[config.mk]
export PLATFORM = sky130hd
export DESIGN_NAME = ext_bus_seq
export DESIGN_NICKNAME = d
export VERILOG_FILES = /design/src/rtl/bus_seq_pkg.sv /design/src/rtl/seq_timer.sv /design/src/rtl/seq_ctx.sv /design/src/rtl/strobe_dec.sv /design/src/rtl/ext_bus_seq.sv
export SDC_FILE = /design/constraint.sdc
export NUM_CORES = 1
export LEC_CHECK = 0
export BUFFER_PORTS_ARGS = -buffer_cell sky130_fd_sc_hd__clkbuf_2
export CORE_MARGIN = 5
export CORE_UTILIZATION = 43
export CTS_BUF_LIST = sky130_fd_sc_hd__clkbuf_2
export DETAILED_ROUTE_END_ITERATION = 10
export GPL_TIMING_DRIVEN = 0
export PLACE_DENSITY_LB_ADDON = 0.08
export SLEW_MARGIN = 20
export SYNTH_ARGS = -nofsm -noshare
export SYNTH_HDL_FRONTEND = slang
export SYNTH_SLANG_ARGS = --single-unit
export TNS_END_PERCENT = 10
[constraint.sdc]
create_clock -name clk_i -period 3.3 [get_ports clk_i]
set_input_delay 0.165 -clock clk_i [delete_from_list [all_inputs] [get_ports clk_i]]
set_output_delay 0.165 -clock clk_i [all_outputs]
set_load 0.01 [all_outputs]
[src/rtl/bus_seq_pkg.sv]
`timescale 1ns/1ps
package bus_seq_pkg;
  typedef enum logic [1:0] {
    LO_LATCH = 2'd0,
    LO_ADDR  = 2'd1,
    LO_DATA  = 2'd2,
    LO_HIZ   = 2'd3
  } lo_sel_e;

  typedef enum logic [1:0] {
    HI_LATCH = 2'd0,
    HI_CODE  = 2'd1,
    HI_DADDR = 2'd2,
    HI_RSV   = 2'd3
  } hi_sel_e;

  typedef struct packed {
    logic vld;
    logic ext;
    logic data;
    logic wr;
    logic wide;
    logic ale_on;
  } cyc_ctx_t;
endpackage

[src/rtl/seq_timer.sv]
`timescale 1ns/1ps
module seq_timer #(
  parameter int STATES = 6,
  parameter int PHASES = 2,
  localparam int SW = $clog2(STATES),
  localparam int PW = $clog2(PHASES),
  localparam int TW = $clog2(STATES * PHASES)
) (
  input  logic          clk_i,
  input  logic          rst_ni,
  output logic [SW-1:0] state_o,
  output logic [PW-1:0] phase_o,
  output logic [TW-1:0] tick_o,
  output logic          last_o
);
  localparam logic [SW-1:0] ST_LAST = SW'(STATES - 1);
  localparam logic [PW-1:0] PH_LAST = PW'(PHASES - 1);

  logic [SW-1:0] state_q;
  logic [PW-1:0] phase_q;

  always_ff @(posedge clk_i or negedge rst_ni) begin
    if (!rst_ni) begin
      state_q <= '0;
      phase_q <= '0;
    end else if (phase_q == PH_LAST) begin
      phase_q <= '0;
      state_q <= (state_q == ST_LAST) ? '0 : state_q + 1'b1;
    end else begin
      phase_q <= phase_q + 1'b1;
    end
  end

  assign state_o = state_q;
  assign phase_o = phase_q;
  assign tick_o  = TW'(state_q) * TW'(PHASES) + TW'(phase_q);
  assign last_o  = (state_q == ST_LAST) && (phase_q == PH_LAST);
endmodule

[src/rtl/seq_ctx.sv]
`timescale 1ns/1ps
module seq_ctx
  import bus_seq_pkg::*;
(
  input  logic     clk_i,
  input  logic     rst_ni,
  input  logic     last_i,
  input  logic     ext_i,
  input  logic     req_i,
  input  logic     wr_i,
  input  logic     wide_i,
  input  logic     ale_off_i,
  input  logic     cls_i,
  output cyc_ctx_t ctx_o
);
  // captured once per machine cycle, applies to the whole next cycle
  always_ff @(posedge clk_i or negedge rst_ni) begin
    if (!rst_ni) begin
      ctx_o <= '0;
    end else if (last_i) begin
      ctx_o.vld    <= 1'b1;
      ctx_o.ext    <= ext_i;
      ctx_o.data   <= req_i;
      ctx_o.wr     <= req_i & wr_i;
      ctx_o.wide   <= req_i & wide_i;
      ctx_o.ale_on <= ~ale_off_i | ext_i | cls_i;
    end
  end
endmodule

[src/rtl/strobe_dec.sv]
`timescale 1ns/1ps
module strobe_dec
  import bus_seq_pkg::*;
#(
  parameter int TICKS  = 12,
  parameter int ALE_W  = 2,
  parameter int PS_GAP = 1,
  parameter int PS_W   = 3,
  localparam int TW = $clog2(TICKS)
) (
  input  logic [TW-1:0] tick_i,
  input  cyc_ctx_t      ctx_i,
  output logic          ale_o,
  output logic          psen_no,
  output logic          rd_no,
  output logic          wr_no,
  output lo_sel_e       lo_sel_o,
  output hi_sel_e       hi_sel_o
);
  localparam int HALF = TICKS / 2;
  localparam logic [TW-1:0] HALF_T  = TW'(HALF);
  localparam logic [TW-1:0] ALE_T   = TW'(ALE_W);
  localparam logic [TW-1:0] PS_LO_T = TW'(ALE_W + PS_GAP);
  localparam logic [TW-1:0] PS_HI_T = TW'(ALE_W + PS_GAP + PS_W);
  localparam logic [TW-1:0] DS_HI_T = TW'(ALE_W + PS_GAP + HALF);

  logic          first_half;
  logic [TW-1:0] pos;
  logic          ale_slot, ps_slot, ds_slot;

  assign first_half = tick_i < HALF_T;
  assign pos        = first_half ? tick_i : tick_i - HALF_T;
  assign ale_slot   = pos < ALE_T;
  assign ps_slot    = (pos >= PS_LO_T) && (pos < PS_HI_T);
  // data strobe spans one half cycle, starting where the first read slot would
  assign ds_slot    = (tick_i >= PS_LO_T) && (tick_i < DS_HI_T);

  always_comb begin
    ale_o    = 1'b0;
    psen_no  = 1'b1;
    rd_no    = 1'b1;
    wr_no    = 1'b1;
    lo_sel_o = LO_LATCH;
    hi_sel_o = HI_LATCH;
    if (ctx_i.vld) begin
      if (ctx_i.data) begin
        ale_o    = ale_slot && first_half;
        rd_no    = !(ds_slot && !ctx_i.wr);
        wr_no    = !(ds_slot && ctx_i.wr);
        hi_sel_o = ctx_i.wide ? HI_DADDR : HI_LATCH;
        if (ale_slot && first_half) lo_sel_o = LO_ADDR;
        else lo_sel_o = ctx_i.wr ? LO_DATA : LO_HIZ;
      end else begin
        ale_o = ale_slot && ctx_i.ale_on;
        if (ctx_i.ext) begin
          psen_no  = !ps_slot;
          hi_sel_o = HI_CODE;
          lo_sel_o = ale_slot ? LO_ADDR : LO_HIZ;
        end
      end
    end
  end
endmodule

[src/rtl/ext_bus_seq.sv]
`timescale 1ns/1ps
module ext_bus_seq
  import bus_seq_pkg::*;
#(
  parameter int STATES = 6,
  parameter int PHASES = 2,
  parameter int ALE_W  = 2,
  parameter int PS_GAP = 1,
  parameter int PS_W   = 3,
  localparam int SW = $clog2(STATES),
  localparam int PW = $clog2(PHASES),
  localparam int TICKS = STATES * PHASES,
  localparam int TW = $clog2(TICKS)
) (
  input  logic          clk_i,
  input  logic          rst_ni,
  input  logic          ext_exec_i,
  input  logic          acc_req_i,
  input  logic          acc_wr_i,
  input  logic          acc_wide_i,
  input  logic          ale_off_i,
  input  logic          mov_cls_i,
  output logic          ale_o,
  output logic          psen_no,
  output logic          rd_no,
  output logic          wr_no,
  output logic [1:0]    lo_sel_o,
  output logic [1:0]    hi_sel_o,
  output logic [SW-1:0] state_o,
  output logic [PW-1:0] phase_o
);
  logic [TW-1:0] tick;
  logic          last;
  cyc_ctx_t      ctx;
  lo_sel_e       lo_sel;
  hi_sel_e       hi_sel;

  seq_timer #(.STATES(STATES), .PHASES(PHASES)) u_timer (
    .clk_i   (clk_i),
    .rst_ni  (rst_ni),
    .state_o (state_o),
    .phase_o (phase_o),
    .tick_o  (tick),
    .last_o  (last)
  );

  seq_ctx u_ctx (
    .clk_i     (clk_i),
    .rst_ni    (rst_ni),
    .last_i    (last),
    .ext_i     (ext_exec_i),
    .req_i     (acc_req_i),
    .wr_i      (acc_wr_i),
    .wide_i    (acc_wide_i),
    .ale_off_i (ale_off_i),
    .cls_i     (mov_cls_i),
    .ctx_o     (ctx)
  );

  strobe_dec #(
    .TICKS(TICKS), .ALE_W(ALE_W), .PS_GAP(PS_GAP), .PS_W(PS_W)
  ) u_dec (
    .tick_i   (tick),
    .ctx_i    (ctx),
    .ale_o    (ale_o),
    .psen_no  (psen_no),
    .rd_no    (rd_no),
    .wr_no    (wr_no),
    .lo_sel_o (lo_sel),
    .hi_sel_o (hi_sel)
  );

  assign lo_sel_o = lo_sel;
  assign hi_sel_o = hi_sel;
endmodule

==> impl_metrics.toml, run 1 <==
[placement]
gp_congestion = 0.702
io_buffers = 19
post-place-ws_ps = 1820
placed_area_um2 = 677
dpl.hpwl_um = 848

[global_route]
grt_pass1_wl_um = 1960
grt_overflow = 0
antenna_found_initial = 0
grt_usage_pct = 13.0
grt_pass1_vias = 459
grt_max_degree = 11

[sta]
timing.final.ws_setup_ps = 1530
finalCritPeriodShare_pct = 53.8
fin_skew_ps = 12.3
tns_ps = 0
tightest_slew_ps = 341
max_freq_mhz = 564
max-slew-margin-rel_pct = 77.2
post-route-min-period_ps = 1770
finalMaxSlewViolations = 0
rsz0062_at_grt = "false"
hold_viol = 0
setup-violations-final = 0

[critical_path]
crit_arrival_ps = 1610
endpoint_kind = "primary output"
crit_fanout = 10
setup.worst_path.class = "reg -> out"
crit_path_max_incr_delay_ps = 430
reg2reg_from = "u_timer.state_o[0]"
cp-start-kind = "register"
rr_worst_depth = 3
reg2reg_slack_ps = 2020
critPathSlowestCell = "dfrtp_1"
crit_required_ps = 3130
path_cells = "buf_6 > or3_1 > a21oi_2 > nand4_1 > clkbuf_2"
r2r-end = "u_ctx.ctx_o[3]"

[synth]
syn_nets = 67
yosys.area.top_type_share_pct = 44.4
synth-seq-cells = 10
synth_cell_types = 24
synth_seq_area_share_pct = 44.4
avgSynthCellArea_um2 = 9.54
netlist_instances = 59
synth.area.top_cells = "dfrtp_1 44%, mux2_1 6.0%, o21ai_1 5.3%"
syn-cell-area_um2 = 563
yosys_warnings = 0
synth_area_leader_cell = "dfrtp_1"

[final_layout]
syn2layout_area_growth_pct = 25.3
drive_above_1_share_pct = 33.7
layout_commonest_cell = "clkbuf_2"
layout_common_cells = "22 x clkbuf_2, 10 x dfrtp_1, 8 x nand2_1"
n_fill_cell = 122
nets = 92
postLayoutCellArea_um2 = 706
fin_util_pct = 55.6
antenna_cells = 0

[flow_run]
maxCapViolCount = 0

[drt]
routedWlPerCell_um = 11.5
drt_wl_total_um = 1130
via_per_inst = 5.00
drc = 0
num_vias = 490
drt_first_pass_iters = 4
dr.first_iter.drc_count = 7
ant_nets = 0

[run_status]
status = "finished clean"

[clocking]
cts_sinks = 10
cts_tree = "built"
cts_max_path_buffers = 2
clk_latency_ps = 250
cts-resized-gates = 0
htree_levels = 1
clk_pin_slew_ps = 110
cts_setup_buffers = 0
cts_hold_buffers = 1
cts-buffers-inserted = 3
root_buffer = "clkbuf_2"

[power_and_ir_drop]
power_per_cell_area_nw_per_um2 = 303
ir_drop_mv = 0.218
p_sw_uw = 53.1
share_seq_of_total_power_pct = 59.5
p_leak_nw = 0.405
swShare_pct = 24.8
p_total_uw = 214
p_clk_share_pct = 32.0
combPwrFrac_pct = 8.5
p_int_uw = 161

[min_path]
worstHoldStart = "acc_wr_i"
hold_depth = 3
holdCritPathClass = "in -> reg"
hold_end = "u_ctx.ctx_o[2]"

[die]
start_util_pct = 44.4
die_w_um = 46.2
row_count = 13
die_y_um = 46.2
core_region_area_um2 = 1270
io_pins = 20
die_area_um2 = 2130
==> registers in the layout, summed over array words and instances, names as in the netlist <==
register         flops
u_timer.state_o      3
u_timer.phase_o      1
u_ctx.ctx_o          6
==> synth_stat cells (all sizes together) <==
cell type  count
and3           1
clkbuf         1
and3b          2
buf            4
o21ai          8
nand2          8
nor3b          1
a211oi         1
nand4b         3
dfrtp         10
or3            2
nand2b         3
nand3b         1
a21oi          4
inv            1
a31oi          1
nand4          1
mux2           3
nor2           3
xor2           1
==> power groups by stage <==
| stage | clock [mW] | sequential [mW] | combinational [mW] |
|---|---|---|---|
| after floorplan | 0 | 0.129 | 0.00809 |
| after global placement | 0 | 0.130 | 0.0174 |
| after detailed placement | 0 | 0.130 | 0.0177 |
| after CTS | 0.0714 | 0.127 | 0.0187 |
| after global routing | 0.0791 | 0.128 | 0.0211 |
| final | 0.0684 | 0.127 | 0.0182 |
==> worst max path at each step <==
stage                        to  depth (start not counted)                from
floorplan           lo_sel_o[0]                          3  u_timer.state_o[0]
global placement          wr_no                          5  u_timer.state_o[1]
detailed placement        wr_no                          5  u_timer.state_o[1]
CTS                       wr_no                          5  u_timer.state_o[1]
global route              rd_no                          5  u_timer.state_o[1]
finish                    wr_no                          5  u_timer.state_o[1]
==> per-stage QoR <==
step | cells | hold slack, ps
finish | 98 | 132
global route | 98 | 117
global placement | 93 | 43.6
floorplan | 59 | -131
detailed placement | 93 | 43.9
CTS | 98 | 121
==> layout make-up <==
type	count	area, um2	area share, %
Inverter	1	3.75	0.532
Buffer	5	30.0	4.26
Multi-Input combinational cell	43	279	39.5
Sequential cell	10	250	35.5
Timing Repair Buffer	20	105	14.9
Tap cell	15	18.8	2.66
Clock buffer	3	15.0	2.13
Clock inverter	1	3.75	0.532
==> worst max-delay path: cells and delay by family, from the launching register on <==
family / cells / cell delay, ps
DFF: 1 / 430
and+or+nand+nor: 2 / 470
buffers and inverters: 2 / 300
AOI/OAI and AO/OA: 1 / 170
==> layer usage <==
metal / track usage (%) / part of all wire (%) / wire (um) / vias to the layer above
met5: 0 / 0 / 0 / -
met4: 5.11 / 0 / 0 / 0
met3: 3.52 / 6.7 / 76 / 0
met2: 21.2 / 47 / 530 / 15
met1: 16.1 / 46 / 522 / 218
li1: - / - / - / 257
==> logic make-up after synthesis <==
kind of cell | Yosys count | synth area share (%)
muxes | 3 | 6.00
DFF | 10 | 44.4
AOI/OAI and AO/OA | 14 | 13.8
xor gates and xnor gates | 1 | 1.56
and+or+nand+nor | 25 | 28.2
buffers and inverters | 6 | 6.00
Power figures use the tool's default switching activity.
==> run 2: changes to the inputs <==
ABC_AREA = 1   (was unset)
clock period = 1.7 ns   (was 3.3 ns; I/O delays follow)
==> run 2 against run 1 <==
Effect of this change: synthesized cell count is 34% higher; first-iteration DRC count is 71% higher; sequential power is 95% higher; clock skew is 11 ps lower; power is 97% higher; flip-flop and latch count stayed put; design area is 0.89% higher; largest power group unchanged.
==> impl_metrics.toml, run 2 <==
[drt]
via_per_inst = 4.57
routedWlPerCell_um = 9.76
ant_nets = 0
drt_first_pass_iters = 3
num_vias = 535
drt_wl_total_um = 1140
dr.first_iter.drc_count = 12
drc = 0

[placement]
io_buffers = 19
placed_area_um2 = 687
gp_congestion = 0.749
dpl.hpwl_um = 931
placed_cells = 113

[synth]
synth_cell_types = 15
synthTopCellsByCount = "25 x nand2_1, 12 x inv_1, 10 x dfrtp_1, 10 x nor2_1, 5 x o21ai_2"
synth-seq-cells = 10
syn-cell-area_um2 = 573
synth.area.top_cells = "dfrtp_1 44%, nand2_1 16%, inv_1 7.9%"
syn_nets = 87
yosys_warnings = 0
async_flop_share_pct = 100
synth_seq_area_share_pct = 43.7
synth-main-ff-cell = "dfrtp_1"
yosys.area.top_type_share_pct = 43.7
netlist_instances = 79
synth_enable_flop_cells = 0
synth.most_common_cell = "nand2_1"
avgSynthCellArea_um2 = 7.25
synth_area_leader_cell = "dfrtp_1"

[power_and_ir_drop]
ir_drop_mv = 0.325
power_per_cell_area_nw_per_um2 = 590
p_leak_nw = 0.419

[clocking]
cts_setup_buffers = 0
clk_latency_ps = 240
cts_max_path_buffers = 2
htree_levels = 1
cts_hold_buffers = 1
cts_sinks = 10
clk_pin_slew_ps = 90
cts-resized-gates = 0
cts-buffers-inserted = 3
cts_tree = "built"
root_buffer = "clkbuf_2"

[sta]
tns_ps = 0
finalCritPeriodShare_pct = 90.4
fin_skew_ps = 1.04
tightest_slew_ps = 258
max_freq_mhz = 651
setup-violations-final = 0
post-route-min-period_ps = 1540
finalMaxSlewViolations = 0
max-slew-margin-rel_pct = 82.8
rsz0062_at_grt = "false"
hold_viol = 0

[critical_path]
r2r-end = "u_ctx.ctx_o[1]"
endpoint_kind = "primary output"
cp-start-kind = "register"
setup.worst_path.class = "reg -> out"
rr_worst_depth = 5
reg2reg_from = "u_timer.state_o[1]"
reg2reg_slack_ps = 580
crit_start = "u_timer.state_o[1]"
crit_fanout = 7
crit_arrival_ps = 1450
crit_required_ps = 1620

[min_path]
hold_end = "u_ctx.ctx_o[2]"
hold_depth = 3
holdCritPathClass = "in -> reg"
worstHoldStart = "acc_wr_i"

[global_route]
grt_pass1_vias = 482
grt_pass1_wl_um = 2010
antenna_found_initial = 0
grt_usage_pct = 13.6
grt_max_degree = 11
grt_overflow = 0

[final_layout]
register_area_um2 = 250
nets = 112
fin_util_pct = 55.4
largest-register = "u_ctx.ctx_o"
drive_above_1_share_pct = 32.4
n_fill_cell = 130
layout_common_cells = "25 x nand2_1, 22 x clkbuf_2, 12 x inv_1"
antenna_cells = 0
layout_commonest_cell = "nand2_1"
final_cells = 117
multiInputGateArea_um2 = 259
syn2layout_area_growth_pct = 24.2
postLayoutCellArea_um2 = 712
largest_reg_flops = 6

[run_status]
status = "finished clean"

[die]
core_region_area_um2 = 1280
row_count = 13
die_y_um = 46.5
io_pins = 20
die_area_um2 = 2160
start_util_pct = 44.6
die_w_um = 46.5

[flow_run]
maxCapViolCount = 0
[run 2: cell types whose count changed after synthesis, moves of 3 or more]
cell | previous run | this run
nor2_1 | 3 | 10
inv_1 | 1 | 12
nand2_1 | 8 | 25
buf_2 | 3 | 0
o21ai_2 | 0 | 5
o21ai_1 | 6 | 0
nand2b_1 | 3 | 0
mux2_1 | 3 | 0
[run 2: worst max path at each step]
stage | endpoint | slack (ps) | cells past startpoint
2_1_floorplan | lo_sel_o[0] | 560 | 5
3_3_place_gp | ale_o | 430 | 6
3_5_place_dp | ale_o | 450 | 6
4_1_cts | ale_o | 150 | 6
5_1_grt | ale_o | 20 | 6
6_report | ale_o | 160 | 6
[run 2: cell families after synthesis]
logic type             after synthesis  share of synthesized area [%]
and+or+nand+nor                     40                           28.6
buffers and inverters               15                           11.1
AOI/OAI and AO/OA                   14                           16.6
DFF                                 10                           43.7
[run 2: routing by layer]
metal  up-vias  global-route usage, %  share of wire [%]
met4         0                   10.2               0.70
met1       229                   17.1                 49
met3         2                   3.52                5.1
li1        294                      -                  -
met2        10                   19.8                 45
met5         -                      0                  0
[run 2: per-stage QoR]
stage / total power [mW] / hold slack [ps] / setup slack (ps)
final: 0.420 / 64.8 / 164
after detailed placement: 0.300 / -37.5 / 446
after CTS: 0.426 / 52.7 / 154
after global routing: 0.449 / 61.1 / 16.8
after floorplan: 0.277 / -211 / 556
after global placement: 0.299 / -39.4 / 431
[run 2: worst max-delay path: stages (launching register included)]
cell      delay (ps)
dfrtp_1          470
inv_1            140
nand2_1           80
nor2_1           140
nand2_1           80
a21oi_1          140
clkbuf_2         150
[run 2: layout make-up]
cell class | instances | area share, %
timing repair buffer | 20 | 14.8
tap | 15 | 2.64
inverter | 14 | 7.38
multi-input combinational | 54 | 36.4
buffer | 1 | 1.58
clock buffer | 3 | 2.11
sequential | 10 | 35.1
[run 2: where the power goes]
| group | total [mW] | internal [mW] | leakage (nW) | switching (mW) |
|---|---|---|---|---|
| clock | 0.124 | 0.0481 | 0.0125 | 0.0762 |
| combinational | 0.0476 | 0.0210 | 0.288 | 0.0266 |
| sequential | 0.248 | 0.243 | 0.119 | 0.00486 |
==> run 3: changes to the inputs <==
PLACE_DENSITY = 0.81   (was unset)
PLACE_DENSITY_LB_ADDON = unset   (was 0.08)
==> run 3 against run 2 <==
Effect of this change: design area unchanged; largest power group unchanged; critical path depth unchanged; combinational power about the same; global-route usage down 0.43 points; core utilization unchanged; critical path type unchanged; register-to-register slack about the same; final cell count unchanged; first-iteration DRC count up 50%; via count up 3.7%; highest routed layer unchanged; hold slack better by 6.5 ps.
==> impl_metrics.toml, run 3 (same netlist as run 2, synthesis figures left out) <==
[drt]
num_vias = 555
via_per_inst = 4.74
wl_met3_um = 73
drt_first_pass_iters = 4
drt_wl_total_um = 1130
ant_nets = 0
routedWlPerCell_um = 9.66
dr.first_iter.drc_count = 18
maxUsedRoutingLayer = "met4"
drt-met1-wl_um = 479
route.met2.wl_um = 569
drc = 0

[placement]
dpl.hpwl_um = 899
placed_cells = 113
placed_area_um2 = 687
gp_congestion = 0.756
post-place-ws_ps = 459
io_buffers = 19

[sta]
tns_ps = 0
timing.final.ws_setup_ps = 171
finalCritPeriodShare_pct = 89.9
finalMaxSlewViolations = 0
hold_ws_ps = 71.3
hold_viol = 0
rsz0062_at_grt = "false"
setup-violations-final = 0
tightest_slew_ps = 246
max-slew-margin-rel_pct = 83.6
max_freq_mhz = 654
fin_skew_ps = 1.08
post-route-min-period_ps = 1530

[critical_path]
crit_path_max_incr_delay_ps = 460
path_cells = "inv_1 > nand2_1 > nor2_1 > nand2_1 > a21oi_1 > clkbuf_2"
cp_common_cell = "nand2_1"
critPathSlowestCell = "dfrtp_1"
cp_num_buf_inv = 2
cpLargestDelayFamily = "flip-flops"
setup.worst_path.class = "reg -> out"
rr_worst_depth = 6
crit_required_ps = 1620
crit_fanout = 7
cp-start-kind = "register"
cp_num_cells = 6
endpoint_kind = "primary output"
crit_arrival_ps = 1440

[die]
die_w_um = 46.5
core_region_area_um2 = 1280
row_count = 13
start_util_pct = 44.6
io_pins = 20
die_y_um = 46.5
die_area_um2 = 2160

[flow_run]
maxCapViolCount = 0

[clocking]
cts_sinks = 10
clk_latency_ps = 240
root_buffer = "clkbuf_2"
htree_levels = 1
clk_pin_slew_ps = 90
cts-buffers-inserted = 3
cts_tree = "built"
cts_max_path_buffers = 2
cts_setup_buffers = 0

[power_and_ir_drop]
share_seq_of_total_power_pct = 59.5
p_sw_uw = 105
p_int_uw = 313
ir_drop_mv = 0.278
combPwrFrac_pct = 11.4
power_per_cell_area_nw_per_um2 = 586
p_clk_share_pct = 29.1
p_total_uw = 417
swShare_pct = 25.1
p_leak_nw = 0.419

[final_layout]
drive_above_1_share_pct = 32.4
postLayoutCellArea_um2 = 712
largest_reg_flops = 6
nets = 112
antenna_cells = 0
largest-register = "u_ctx.ctx_o"
layout_common_cells = "25 x nand2_1, 22 x clkbuf_2, 12 x inv_1"
layout_commonest_cell = "nand2_1"
syn2layout_area_growth_pct = 24.2
final_cells = 117
fin_util_pct = 55.4

[run_status]
status = "finished clean"

[global_route]
grt_pass1_wl_um = 1970
grt_max_degree = 11
grt_pass1_vias = 494
antenna_found_initial = 0
grt_overflow = 0
grt_usage_pct = 13.2

[min_path]
holdCritPathClass = "in -> reg"
hold_depth = 3
[run 3: power by group through the flow]
| stage | registers (mW) | clock network, mW | logic (mW) |
|---|---|---|---|
| final | 0.248 | 0.121 | 0.0476 |
| after global routing | 0.249 | 0.134 | 0.0550 |
| after CTS | 0.248 | 0.126 | 0.0485 |
| after detailed placement | 0.253 | 0 | 0.0465 |
| after global placement | 0.252 | 0 | 0.0455 |
| after floorplan | 0.252 | 0 | 0.0257 |
[run 3: per-layer routing]
layer  vias to the layer above  GRT usage, %
met4                         0          10.2
li1                        290             -
met2                        15          20.9
met5                         -             0
met3                         2          2.34
met1                       248          15.6
[run 3: path summary, 6_finish.rpt]
| path | startpoint | endpoint | slack (ps) |
|---|---|---|---|
| min in group asynchronous | rst_ni | u_timer.state_o[0] | 250 |
| worst min register to register | u_ctx.ctx_o[0] | u_ctx.ctx_o[0] | 500 |
| worst max register to register | u_timer.state_o[0] | u_ctx.ctx_o[1] | 570 |
| worst min-delay path | acc_wr_i | u_ctx.ctx_o[2] | 70 |
| max in group asynchronous | rst_ni | u_timer.phase_o | 1250 |
| worst max-delay path | u_timer.state_o[1] | ale_o | 170 |
[run 3: timing repair]
action | CTS | global route
hold buffers | 1 | 0
gates resized for setup | 0 | 0
setup endpoints to repair | 0 | 0
hold endpoints to repair | 10 | 0
[run 3: cell type report]
class | count | area [um2]
clock buffers | 3 | 15.0
fillers | 131 | 573
plain buffers | 1 | 11.3
multi-input cells | 54 | 259
repair buffers | 20 | 105
inverters | 14 | 52.6
well taps | 15 | 18.8
flip-flops and latches | 10 | 250
[run 3: worst min-delay path, delay by kind of cell]
kind	cells	cell delay, ps
and+or+nand+nor	1	60
buffers and inverters	1	80
AOI/OAI and AO/OA	1	50
